--- config.mk ---
export PLATFORM = sky130hd
export DESIGN_NAME = motion_regbank
export DESIGN_NICKNAME = d
export VERILOG_FILES = /design/src/rtl/mrb_pkg.sv /design/src/rtl/mrb_axis_acc.sv /design/src/rtl/mrb_ctrl_regs.sv /design/src/rtl/motion_regbank.sv
export SDC_FILE = /design/constraint.sdc
export NUM_CORES = 1
export LEC_CHECK = 0
export CORE_MARGIN = 2
export CORE_UTILIZATION = 50
export DETAILED_ROUTE_END_ITERATION = 6
export GPL_TIMING_DRIVEN = 0
export PLACE_DENSITY = 0.75
export SYNTH_ARGS = -nofsm -noshare
export SYNTH_HDL_FRONTEND = slang
export SYNTH_SLANG_ARGS = --single-unit
--- constraint.sdc ---
create_clock -name clk -period 6.7 [get_ports clk]
set_input_delay 0.67 -clock clk [delete_from_list [all_inputs] [get_ports clk]]
set_output_delay 0.67 -clock clk [all_outputs]
set_load 0.005 [all_outputs]
--- src/rtl/mrb_pkg.sv ---
`timescale 1ns/1ps
// Package: register addresses, fixed identity values and resolution
// constants shared by the motion register bank and its checker.
package mrb_pkg;
    localparam int unsigned A_PID     = 'h00;
    localparam int unsigned A_REV     = 'h01;
    localparam int unsigned A_STAT    = 'h02;
    localparam int unsigned A_DX      = 'h03;
    localparam int unsigned A_DY      = 'h04;
    localparam int unsigned A_MCTL    = 'h0d;
    localparam int unsigned A_RCTL    = 'h19;
    localparam int unsigned A_LED     = 'h22;
    localparam int unsigned A_SRST    = 'h3a;
    localparam int unsigned A_PID2    = 'h3e;
    localparam int unsigned A_IREV    = 'h3f;

    localparam logic [7:0] V_PID      = 8'h12;
    localparam logic [7:0] V_REV      = 8'h01;
    localparam logic [7:0] V_PID2     = 8'h26;
    localparam logic [7:0] V_SRST_KEY = 8'h5a;
    localparam logic [7:0] V_LED_DC   = 8'h80;

    localparam int MCTL_W      = 2;      // stored bits of 0x0d
    localparam int RCTL_W      = 5;      // stored bits of 0x19
    localparam int RES_W       = 4;      // width of the step count
    localparam logic [RCTL_W-1:0] RCTL_DEFAULT = 5'h08;
    localparam int RES_LO_STEPS = 4;     // 500 cpi
    localparam int RES_HI_STEPS = 8;     // 1000 cpi
    localparam int RES_MAX_CODE = 11;    // 1375 cpi
endpackage

--- src/rtl/mrb_axis_acc.sv ---
`timescale 1ns/1ps
// Saturating signed accumulator for one motion axis.
// Assumes: kill (software reset) outranks everything and drops a same-cycle
// frame; clr zeroes the count first, and a same-cycle frame then becomes the
// new count.
module mrb_axis_acc #(
    parameter int W = 8
) (
    input  logic                clk,
    input  logic                rst_n,
    input  logic                kill,
    input  logic                clr,
    input  logic                add_vld,
    input  logic signed [W-1:0] add_val,
    output logic signed [W-1:0] cnt
);
    localparam logic signed [W:0] MAXV = $signed({2'b00, {(W-1){1'b1}}});
    localparam logic signed [W:0] MINV = $signed({2'b11, {(W-1){1'b0}}});

    logic signed [W:0]   base;
    logic signed [W:0]   sum;
    logic signed [W-1:0] sat;

    // Form the widened sum and clamp it to the W-bit signed range.
    always_comb begin
        base = clr ? '0 : {cnt[W-1], cnt};
        sum  = base + {add_val[W-1], add_val};
        if (sum > MAXV)      sat = MAXV[W-1:0];
        else if (sum < MINV) sat = MINV[W-1:0];
        else                 sat = sum[W-1:0];
    end

    // Count register: reset, then accumulate, then clear.
    always_ff @(posedge clk) begin
        if (!rst_n || kill)  cnt <= '0;
        else if (add_vld)    cnt <= sat;
        else if (clr)        cnt <= '0;
    end
endmodule

--- src/rtl/mrb_ctrl_regs.sv ---
`timescale 1ns/1ps
// Control registers: power/resolution, resolution override and LED mode.
// Decodes them into the power-down level, the step count in effect and
// the LED force level. Assumes one bus operation per cycle.
module mrb_ctrl_regs
    import mrb_pkg::*;
#(
    parameter int AW = 7,
    parameter int DW = 8
) (
    input  logic              clk,
    input  logic              rst_n,
    input  logic              kill,
    input  logic              wr_en,
    input  logic [AW-1:0]     addr,
    input  logic [DW-1:0]     wdata,
    output logic [MCTL_W-1:0] mctl,
    output logic [RCTL_W-1:0] rctl,
    output logic [DW-1:0]     ledm,
    output logic              pwr_down,
    output logic [RES_W-1:0]  res_steps,
    output logic              led_force
);
    logic [RES_W-1:0] code;
    logic             code_ok;

    // Register writes, with both reset sources restoring the defaults.
    always_ff @(posedge clk) begin
        if (!rst_n || kill) begin
            mctl <= '0;
            rctl <= RCTL_DEFAULT;
            ledm <= '0;
        end else if (wr_en) begin
            if (addr == AW'(A_MCTL)) mctl <= wdata[MCTL_W-1:0];
            if (addr == AW'(A_RCTL)) rctl <= wdata[RCTL_W-1:0];
            if (addr == AW'(A_LED))  ledm <= wdata;
        end
    end

    // Decode the levels; the override applies only when enabled and in range.
    always_comb begin
        code     = rctl[RES_W-1:0];
        code_ok  = rctl[RCTL_W-1] && (code >= RES_W'(1)) && (code <= RES_W'(RES_MAX_CODE));
        if (code_ok)      res_steps = code;
        else if (mctl[0]) res_steps = RES_W'(RES_HI_STEPS);
        else              res_steps = RES_W'(RES_LO_STEPS);
        pwr_down  = mctl[1];
        led_force = (ledm == DW'(V_LED_DC));
    end
endmodule

--- src/rtl/motion_regbank.sv ---
`timescale 1ns/1ps
// Motion delta register bank (top). Accumulates per-frame X/Y displacement,
// keeps the motion flag and the Y snapshot, applies the clear-on-read and
// clear-on-write rules and the software reset key, and registers read data.
// Assumes rd_en and wr_en are never high in the same cycle.
module motion_regbank
    import mrb_pkg::*;
#(
    parameter int DW = 8,
    parameter int AW = 7
) (
    input  logic          clk,
    input  logic          rst_n,
    input  logic          frame_vld,
    input  logic [DW-1:0] frame_dx,
    input  logic [DW-1:0] frame_dy,
    input  logic          rd_en,
    input  logic          wr_en,
    input  logic [AW-1:0] addr,
    input  logic [DW-1:0] wdata,
    output logic [DW-1:0] rdata,
    output logic          pwr_down,
    output logic [RES_W-1:0] res_steps,
    output logic          led_dc
);
    localparam int NAX = 2;                 // axes: 0 = X, 1 = Y

    logic                 srst, wipe, rd_x, rd_y, moved;
    logic signed [DW-1:0] cnt   [NAX];
    logic signed [DW-1:0] delta [NAX];
    logic [DW-1:0]        ysnap;
    logic                 mot;
    logic [MCTL_W-1:0]    mctl;
    logic [RCTL_W-1:0]    rctl;
    logic [DW-1:0]        ledm;
    logic                 led_force;
    logic [DW-1:0]        rd_mux;

    // Decode the bus strobes that carry side effects.
    always_comb begin
        srst  = wr_en && (addr == AW'(A_SRST)) && (wdata == DW'(V_SRST_KEY));
        wipe  = wr_en && (addr == AW'(A_STAT));
        rd_x  = rd_en && (addr == AW'(A_DX));
        rd_y  = rd_en && (addr == AW'(A_DY));
        moved = frame_vld && ((frame_dx != '0) || (frame_dy != '0));
        delta[0] = $signed(frame_dx);
        delta[1] = $signed(frame_dy);
    end

    // One saturating counter per axis; a read of X clears both.
    for (genvar g = 0; g < NAX; g++) begin : g_axis
        mrb_axis_acc #(.W(DW)) u_acc (
            .clk     (clk),
            .rst_n   (rst_n),
            .kill    (srst),
            .clr     (wipe || rd_x),
            .add_vld (frame_vld),
            .add_val (delta[g]),
            .cnt     (cnt[g])
        );
    end

    mrb_ctrl_regs #(.AW(AW), .DW(DW)) u_ctrl (
        .clk       (clk),
        .rst_n     (rst_n),
        .kill      (srst),
        .wr_en     (wr_en),
        .addr      (addr),
        .wdata     (wdata),
        .mctl      (mctl),
        .rctl      (rctl),
        .ledm      (ledm),
        .pwr_down  (pwr_down),
        .res_steps (res_steps),
        .led_force (led_force)
    );

    // Motion flag: a nonzero frame sets it, and that outranks any clear.
    always_ff @(posedge clk) begin
        if (!rst_n || srst)    mot <= 1'b0;
        else if (moved)        mot <= 1'b1;
        else if (wipe || rd_x) mot <= 1'b0;
    end

    // Y snapshot, taken when X is read and consumed when Y is read.
    always_ff @(posedge clk) begin
        if (!rst_n || srst || wipe) ysnap <= '0;
        else if (rd_x)              ysnap <= cnt[1];
        else if (rd_y)              ysnap <= '0;
    end

    // Read multiplexer over the state as it was before this edge.
    always_comb begin
        case (addr)
            AW'(A_PID):  rd_mux = DW'(V_PID);
            AW'(A_REV):  rd_mux = DW'(V_REV);
            AW'(A_STAT): rd_mux = {mot, {(DW-1){1'b0}}};
            AW'(A_DX):   rd_mux = cnt[0];
            AW'(A_DY):   rd_mux = ysnap;
            AW'(A_MCTL): rd_mux = DW'(mctl);
            AW'(A_RCTL): rd_mux = DW'(rctl);
            AW'(A_LED):  rd_mux = ledm;
            AW'(A_PID2): rd_mux = DW'(V_PID2);
            AW'(A_IREV): rd_mux = ~DW'(V_REV);
            default:     rd_mux = '0;
        endcase
    end

    // Registered read data; zero on cycles without a read.
    always_ff @(posedge clk) begin
        if (!rst_n || srst) rdata <= '0;
        else if (rd_en)     rdata <= rd_mux;
        else                rdata <= '0;
    end

    assign led_dc = led_force || mot;
endmodule

==> flow_summary.yaml, run 1 <==
place:
  numPortBuffers: 44
  place_ws_ns: 2.27
  hpwl_um: 6070
  placed_cells: 472
  place.gp.congestion: 0.965
logic_synthesis:
  syn-num-nets: 407
  synthArstFlopShare: 0
  postSynthCellCount: 353
  synth_top_family_by_area: "compound AO/OA/AOI/OAI gates"
  muxShareOfSynthArea: 0.0393
  yosys.area_share.simple: 0.233
  synthesis.area_um2: 3060
  synth_adder_area_share: 0.113
  synth-seq-area-share: 0.314
  synth_edf_count: 0
  yosysUniqueCellTypes: 62
  avgSynthCellArea_um2: 8.67
  yosysWarnings: 0
  synth_seq_cells: 48
  synth_compound_area_frac: 0.242
  synth_xor_area_frac: 0.0286
  synthFlopType: "dfxtp_1"
min_path:
  worstHoldPathType: "flop to flop"
  holdPathStages: 2
critical_path:
  start_kind: "input pin"
  cp_max_fo: 10
  ff2ff_path_depth: 9
  r2r-start: "g_axis[1].u_acc.cnt[0]"
  criticalPathCategory: "input pin to flop"
  startpoint: "addr[4]"
  cp-end-kind: "flop"
  worstPathRequired_ns: 6.88
  rrSetupSlack_ns: 4.06
  crit_arrival_ns: 4.33
  reg2reg_to: "g_axis[1].u_acc.cnt[4]"
  endpoint: "g_axis[1].u_acc.cnt[4]"
sta:
  worst_slack_ns: 2.55
  rsz0062_at_grt: "false"
  setup_viol_count_final: 0
  hold_violations: 0
  relSlewSlack: 0.428
  min_period_ns: 4.15
  finalCritPeriodShare: 0.620
  fmax_mhz: 241
  slew_violations: 0
  finalSetupTns_ns: 0
  finClkSkew_ns: 0.0117
  worstMarginPinSlew_ns: 0.855
routing:
  dr.pass1.iters: 4
  drtIter0Drc: 176
  vias_per_cell: 5.93
  avgRoutedWirePerCell_um: 15.8
  routed_wl_um: 7550
  drc_errors: 0
  antenna_left: 0
  vias: 2840
floorplanning:
  fp-row-count: 28
  die_w_um: 82.2
  core_area_um2: 5920
  io_pins: 50
  initial_core_util: 0.517
  fp.dieH_um: 82.2
  die-area_um2: 6760
run:
  cap_violations: 0
power:
  max-vdd-ir-drop_uv: 117
  p_per_area_nw_per_um2: 207
  p_leak_uw: 0.00142
clock_tree:
  clockBufferDepth: 2
  ctsHtreeMaxLevel: 2
  cts_tree: "built"
  cts_resized: 0
  numCtsBuffers: 5
  clock-sinks: 48
  cts_root_buf: "clkbuf_8"
  clk_pin_slew_ns: 0.09
  clk_latency_ns: 0.31
  post-cts-setup-buffers: 0
  cts_hold_buf: 0
global_route:
  grt_overflow_total: 0
  grt_pass1_wl_um: 12100
  grt_pass1_vias: 2559
  grt_util_all_layers: 0.233
  grt_max_degree: 15
  antenna_found_initial: 0
final_layout:
  antenna_cells: 0
  finalNonFillerCells: 479
  n_fill_cell: 514
  fin_util: 0.622
  drive_above_1_share: 0.0965
  num-nets-final: 458
  final_cell_mix: "dfxtp_1, nor2_1, clkdlybuf4s50_1, nand2_1, a21oi_1"
  syn2layout_area_growth_pct: 20.4
  final_common_cell: "dfxtp_1"
run_status:
  status: "finished clean"
per-stage QoR:
stage / total power, uW / cell area, um2 / hold WS (ns)
after CTS: 766 / 3680 / 0.471
final: 764 / 3680 / 0.468
after floorplan: 521 / 3060 / 0.427
after global placement: 585 / 3590 / 0.460
after global routing: 804 / 3680 / 0.500
after detailed placement: 590 / 3590 / 0.458
power breakdown:
group | switching (uW) | internal [uW] | leakage (uW)
Clock | 94.8 | 82.4 | 0.0000473
Combinational | 143 | 130 | 0.000982
Sequential | 12.1 | 302 | 0.000391
state kept, by name, indices dropped and copies added (netlist names):
signal,cells
g_axis.u_acc.cnt,16
mot,1
rdata,8
u_ctrl.ledm,8
u_ctrl.mctl,2
u_ctrl.rctl,5
ysnap,8
critical path: stages:
cell	delay, ns
clkdlybuf4s50_1	0.48
nor3_1	0.21
nand3_1	0.21
a21o_1	0.29
clkbuf_1	0.22
and2_1	0.21
ha_1	0.21
fa_1	0.42
a21o_1	0.19
a221o_1	0.32
o21ba_2	0.23
o21ai_2	0.32
maj3_2	0.27
a211oi_2	0.06
cell usage after synthesis (all sizes together) (7+ instances only):
cell | n | area, um2
maj3 | 10 | 105
nor2 | 47 | 179
a221oi | 7 | 61.3
xor2 | 7 | 61.3
nand3 | 8 | 45.0
nand2 | 23 | 91.3
a211oi | 10 | 95.1
o21ai | 17 | 100
nor3 | 9 | 45.0
ha | 16 | 200
and2 | 19 | 121
dfxtp | 48 | 961
mux2i | 12 | 120
inv | 9 | 33.8
buf | 8 | 40.0
a22oi | 11 | 82.6
a21oi | 19 | 95.1
area by class of cell:
type	instances	area, um2	area share
plain buffers	13	58.8	0.0160
clock buffers	6	82.6	0.0224
clock inverters	1	8.76	0.00238
inverters	9	33.8	0.00917
multi-input cells	283	2010	0.544
flip-flops and latches	48	961	0.261
well taps	75	93.8	0.0255
repair buffers	44	440	0.120
cell families after synthesis:
kind of cell,count (synthesis)
multiplexers,12
flip-flops,48
AO/OA/AOI/OAI,99
buffers and inverters,22
adder cells (fa/ha/maj),28
AND/OR/NAND/NOR,134
XOR/XNOR,10
worst min path at each step:
stage | startpoint | to | slack, ns
after global routing | g_axis[1].u_acc.cnt[0] | g_axis[1].u_acc.cnt[0] | 0.50
final | ysnap[6] | rdata[6] | 0.47
after floorplan | g_axis[0].u_acc.cnt[5] | rdata[5] | 0.43
after global placement | ysnap[6] | rdata[6] | 0.46
after detailed placement | ysnap[6] | rdata[6] | 0.46
after CTS | ysnap[6] | rdata[6] | 0.47
routing by layer:
layer / routed length (um) / GRT usage
met5: 0 / 0
met3: 366 / 0.0348
met4: 207 / 0.0833
met2: 3460 / 0.388
met1: 3510 / 0.305
No activity file was read; power rests on OpenSTA's default activity.
==> run 2, diff against run 1 <==
--- a/config.mk
+++ b/config.mk
@@ -6,10 +6,10 @@
 export NUM_CORES = 1
 export LEC_CHECK = 0
 export CORE_MARGIN = 2
-export CORE_UTILIZATION = 50
+export CORE_UTILIZATION = 49
 export DETAILED_ROUTE_END_ITERATION = 6
 export GPL_TIMING_DRIVEN = 0
-export PLACE_DENSITY = 0.75
+export PLACE_DENSITY = 0.77
 export SYNTH_ARGS = -nofsm -noshare
 export SYNTH_HDL_FRONTEND = slang
 export SYNTH_SLANG_ARGS = --single-unit
==> constraint.sdc (replaced) <==
create_clock -name clk -period 3.6 [get_ports clk]
set_input_delay 0.36 -clock clk [delete_from_list [all_inputs] [get_ports clk]]
set_output_delay 0.36 -clock clk [all_outputs]
set_load 0.005 [all_outputs]
==> run 2 against run 1 <==
Core utilization is 0.46 points higher. Clock skew is 0.0046 ns lower. Worst setup slack worse by 2.4 ns. Wire length is 1.4% higher. First-iteration DRC count is 28% higher. Die area is 1.9% higher. Non-clock buffer count is 5 higher. Via count is 1.7% higher. Total power is 87% higher. Final area is 1.9% higher. Sequential share of layout area is 0.50 points lower. Largest power group unchanged.
==> flow_summary.yaml, run 2 (synthesis gave the netlist of run 1 again) <==
final_layout:
  syn2layout_area_growth_pct: 22.8
  drive_above_1_share: 0.120
  seqCellArea_um2: 961
  final_cell_mix: "dfxtp_1, nor2_1, clkdlybuf4s50_1, nand2_1, a21oi_1"
  antenna_cells: 0
  multiInputGateArea_um2: 2030
  finalNonFillerCells: 485
  n_fill_cell: 510
  top_register: "g_axis.u_acc.cnt"
  largest_reg_flops: 16
  final_common_cell: "dfxtp_1"
  num-nets-final: 463
min_path:
  min_from: "ysnap[6]"
  worstHoldPathType: "flop to flop"
  min_to: "rdata[6]"
  holdPathStages: 2
critical_path:
  path_buf_inv: 2
  cp-end-kind: "flop"
  start_kind: "input pin"
  cp_cell_sequence: "clkdlybuf4s50_1 -> nand2_1 -> a21o_1 -> buf_2 -> and2_1 -> ha_1 -> fa_1 -> a21o_1 -> a221o_1 -> o21ba_2 -> o21ai_4 -> maj3_2 -> a211oi_2"
  rrSetupSlack_ns: 1.03
  cp_top_family: "compound AO/OA/AOI/OAI gates"
  ff2ff_path_depth: 9
  slowest_delay_ns: 0.63
  reg2reg_to: "g_axis[1].u_acc.cnt[4]"
  cp_max_fo: 10
  slowest_stage: "clkdlybuf4s50_1"
  crit_arrival_ns: 3.62
  criticalPathCategory: "input pin to flop"
  worstPathRequired_ns: 3.77
  cp_common_cell: "a21o_1"
  r2r-start: "g_axis[1].u_acc.cnt[0]"
place:
  numPortBuffers: 44
  placed_cells: 472
  place.gp.congestion: 1.00
  hpwl_um: 6040
power:
  p_per_area_nw_per_um2: 380
  p_leak_uw: 0.00146
  max-vdd-ir-drop_uv: 188
routing:
  met1_length_um: 3530
  top_layer_used: "met4"
  antenna_left: 0
  routed_wl_um: 7660
  avgRoutedWirePerCell_um: 15.8
  met3_length_um: 422
  wl_met2_um: 3510
  drtIter0Drc: 225
  vias_per_cell: 5.95
  vias: 2887
  dr.pass1.iters: 6
  drc_errors: 0
floorplanning:
  initial_core_util: 0.511
  fp.dieH_um: 83.0
  die-area_um2: 6890
  io_pins: 50
  core_area_um2: 5990
  die_w_um: 83.0
  fp-row-count: 28
global_route:
  grt_overflow_total: 0
  antenna_found_initial: 0
  grt_util_all_layers: 0.221
  grt_pass1_vias: 2671
  grt_pass1_wl_um: 12700
  grt_max_degree: 15
sta:
  relSlewSlack: 0.400
  slew_violations: 0
  worstMarginPinSlew_ns: 0.897
  finClkSkew_ns: 0.00707
  fmax_mhz: 290
  setup_viol_count_final: 0
  hold_violations: 0
  finalSetupTns_ns: 0
  min_period_ns: 3.45
  finalCritPeriodShare: 0.957
clock_tree:
  numCtsBuffers: 5
  cts_tree: "built"
  ctsHtreeMaxLevel: 2
  clockBufferDepth: 2
  clk_pin_slew_ns: 0.09
  clk_latency_ns: 0.30
  cts_root_buf: "clkbuf_8"
  clock-sinks: 48
run_status:
  status: "finished clean"
run:
  cap_violations: 0
[run 2: final cells by class]
cell class                      instances  share of cell area
Multi-Input combinational cell        283               0.541
Sequential cell                        48               0.256
Timing Repair Buffer                   49               0.129
Tap cell                               75              0.0250
Clock buffer                            7              0.0230
Buffer                                 13              0.0160
Inverter                                9             0.00899
Clock inverter                          1             0.00200
[run 2: power by group]
group	switching (uW)	internal, uW	total (uW)
Clock	175	156	332
Combinational	267	245	512
Sequential	22.5	563	585
Total	465	963	1430
[run 2: per-layer routing]
metal	vias up	GRT usage
li1	1425	-
met1	1339	0.294
met2	104	0.361
met3	19	0.0368
met4	0	0.0790
met5	-	0
[run 2: worst max-delay path by stage]
stage               startpoint                endpoint  slack [ns]  cells after the start
CTS                    addr[4]  g_axis[1].u_acc.cnt[4]        0.01                     14
detailed placement     addr[4]  g_axis[1].u_acc.cnt[4]       -0.48                     14
finish                   rd_en  g_axis[1].u_acc.cnt[4]        0.15                     13
global placement       addr[4]  g_axis[1].u_acc.cnt[2]       -0.47                     14
global route           addr[5]  g_axis[1].u_acc.cnt[2]      -0.008                     14
floorplan              addr[3]  g_axis[1].u_acc.cnt[2]        0.21                     14
[run 2: worst reg2reg max path: stages (launching register included)]
cell,delay (ns)
dfxtp_1,0.34
and2_1,0.15
ha_1,0.21
fa_1,0.41
a21o_1,0.19
a221o_1,0.33
o21ba_2,0.24
o21ai_4,0.26
maj3_2,0.24
a211oi_2,0.06
[run 2: stage by stage]
step	setup slack [ns]	hold WS [ns]	util	power, uW	instance area [um2]
2_1_floorplan	0.207	0.427	-	970	3060
3_5_place_dp	-0.481	0.471	0.600	1100	3590
4_1_cts	0.0139	0.473	0.621	1430	3720
3_3_place_gp	-0.467	0.465	0.600	1090	3590
6_report	0.153	0.484	0.627	1430	3760
5_1_grt	-0.00845	0.473	0.627	1510	3760
[run 2: repair_timing]
action,4_1_cts,5_1_grt
hold buffers,0,0
buffers inserted,3,2
resized for setup,1,9
pin swaps,0,4
setup endpoints to repair,7,16
==> run 3, diff against run 2 <==
--- a/config.mk
+++ b/config.mk
@@ -7,9 +7,11 @@
 export LEC_CHECK = 0
 export CORE_MARGIN = 2
 export CORE_UTILIZATION = 49
+export CTS_CLUSTER_SIZE = 16
 export DETAILED_ROUTE_END_ITERATION = 6
 export GPL_TIMING_DRIVEN = 0
 export PLACE_DENSITY = 0.77
+export RECOVER_POWER = 25
 export SYNTH_ARGS = -nofsm -noshare
 export SYNTH_HDL_FRONTEND = slang
 export SYNTH_SLANG_ARGS = --single-unit
==> run 3 against run 2 <==
Via count is 0.48% higher. Critical path depth stayed put. Worst setup slack hardly changed. Sequential power hardly changed. Clock power hardly changed. Flip-flop and latch count stayed put. First-iteration DRC count stayed put. Die area stayed put. Sequential share of layout area stayed put. Critical path type unchanged.
==> flow_summary.yaml, run 3 (synthesis gave the netlist of run 1 again) <==
global_route:
  grt_pass1_vias: 2671
  grt_overflow_total: 0
  grt_pass1_wl_um: 12700
  antenna_found_initial: 0
  grt_max_degree: 15
  grt_util_all_layers: 0.221
sta:
  slew_violations: 0
  finalSetupTns_ns: 0
  hold_violations: 0
  min_period_ns: 3.45
  worstMarginPinSlew_ns: 0.905
  hold_slack_ns: 0.484
  setup_viol_count_final: 0
  finClkSkew_ns: 0.00716
  finalCritPeriodShare: 0.957
  fmax_mhz: 290
  relSlewSlack: 0.395
min_path:
  holdPathStages: 2
  min_from: "ysnap[6]"
  min_to: "rdata[6]"
  worstHoldPathType: "flop to flop"
final_layout:
  finalNonFillerCells: 485
  final_cell_mix: "dfxtp_1, nor2_1, clkdlybuf4s50_1, nand2_1, a21oi_1"
  top_register: "g_axis.u_acc.cnt"
  n_fill_cell: 510
  drive_above_1_share: 0.120
  num-nets-final: 463
  antenna_cells: 0
  fin_util: 0.627
  final_common_cell: "dfxtp_1"
  largest_reg_flops: 16
  syn2layout_area_growth_pct: 22.8
critical_path:
  slowest_delay_ns: 0.63
  cp_cell_sequence: "clkdlybuf4s50_1 -> nand2_1 -> a21o_1 -> buf_2 -> and2_1 -> ha_1 -> fa_1 -> a21o_1 -> a221o_1 -> o21ba_2 -> o21ai_4 -> maj3_2 -> a211oi_2"
  worstPathRequired_ns: 3.77
  crit_arrival_ns: 3.62
  cp_max_fo: 10
  rrSetupSlack_ns: 1.03
  reg2reg_to: "g_axis[1].u_acc.cnt[4]"
  cp_common_cell: "a21o_1"
  slowest_stage: "clkdlybuf4s50_1"
  start_kind: "input pin"
  cp-end-kind: "flop"
  criticalPathCategory: "input pin to flop"
  ff2ff_path_depth: 9
  r2r-start: "g_axis[1].u_acc.cnt[0]"
place:
  placed_cells: 472
  numPortBuffers: 44
  place.gp.congestion: 1.00
  hpwl_um: 6040
clock_tree:
  clk_latency_ns: 0.30
  cts_hold_buf: 0
  numCtsBuffers: 5
  cts_root_buf: "clkbuf_8"
  cts_tree: "built"
  ctsHtreeMaxLevel: 2
  clock-sinks: 48
  clockBufferDepth: 2
  clk_pin_slew_ns: 0.09
floorplanning:
  die-area_um2: 6890
  core_area_um2: 5990
  fp-row-count: 28
  initial_core_util: 0.511
  fp.dieH_um: 83.0
  die_w_um: 83.0
  io_pins: 50
run_status:
  status: "finished clean"
power:
  p_leak_uw: 0.00150
  power_uw: 1430
  p_per_area_nw_per_um2: 380
  max-vdd-ir-drop_uv: 188
routing:
  dr.pass1.iters: 5
  vias: 2901
  antenna_left: 0
  vias_per_cell: 5.98
  drtIter0Drc: 225
  routed_wl_um: 7670
  avgRoutedWirePerCell_um: 15.8
  drc_errors: 0
run:
  cap_violations: 0
run 3: cell types whose count changed in the layout (fill, tap and decap cells not counted):
cell / delta
clkdlybuf4s50_1: -15
dlygate4sd3_1: +15
run 3: layout make-up:
cell class,instances,area [um2],area share
Buffer,13,60.1,0.0160
Clock buffer,7,86.3,0.0230
Clock inverter,1,7.51,0.00200
Inverter,9,33.8,0.00899
Multi-Input combinational cell,283,2030,0.541
Sequential cell,48,961,0.256
Tap cell,75,93.8,0.0250
Timing Repair Buffer,49,483,0.129
run 3: metal layers:
metal  GRT usage  vias up  part of all wire
met4      0.0790        0             0.025
li1            -     1425                 -
met2       0.361      112              0.46
met3      0.0368       17             0.058
met1       0.294     1347              0.46
met5           0        -                 0
run 3: worst max-delay path: cells and delay by family:
kind	cells	cell delay (ns)
buffers and inverters	2	0.80
adder cells (fa/ha/maj)	3	0.86
AO/OA/AOI/OAI	6	1.30
AND/OR/NAND/NOR	2	0.28
run 3: report_power, final:
group	total (uW)	leakage [uW]	switching (uW)	internal, uW
Sequential	585	0.000391	22.6	563
Combinational	511	0.00107	267	244
Clock	331	0.0000445	175	156
Total	1430	0.00150	464	963
run 3: worst max path at each step:
stage,slack (ns),from,depth (start not counted),to
2_1_floorplan,0.21,addr[3],14,g_axis[1].u_acc.cnt[2]
3_3_place_gp,-0.47,addr[4],14,g_axis[1].u_acc.cnt[2]
3_5_place_dp,-0.48,addr[4],14,g_axis[1].u_acc.cnt[4]
4_1_cts,0.01,addr[4],14,g_axis[1].u_acc.cnt[4]
5_1_grt,-0.008,addr[5],14,g_axis[1].u_acc.cnt[2]
6_report,0.15,rd_en,13,g_axis[1].u_acc.cnt[4]
run 3: timing repair:
action | in CTS | in global routing
buffers inserted | 3 | 2
endpoints found under the setup margin | 7 | 16
pin swaps | 0 | 4
resized for setup | 1 | 9
hold endpoints to repair | 0 | 0
run 3: per-stage QoR:
| stage | cell area (um2) | setup slack, ns |
|---|---|---|
| 3_3_place_gp | 3590 | -0.467 |
| 2_1_floorplan | 3060 | 0.207 |
| 5_1_grt | 3760 | -0.00845 |
| 4_1_cts | 3720 | 0.0139 |
| 6_report | 3760 | 0.153 |
| 3_5_place_dp | 3590 | -0.481 |
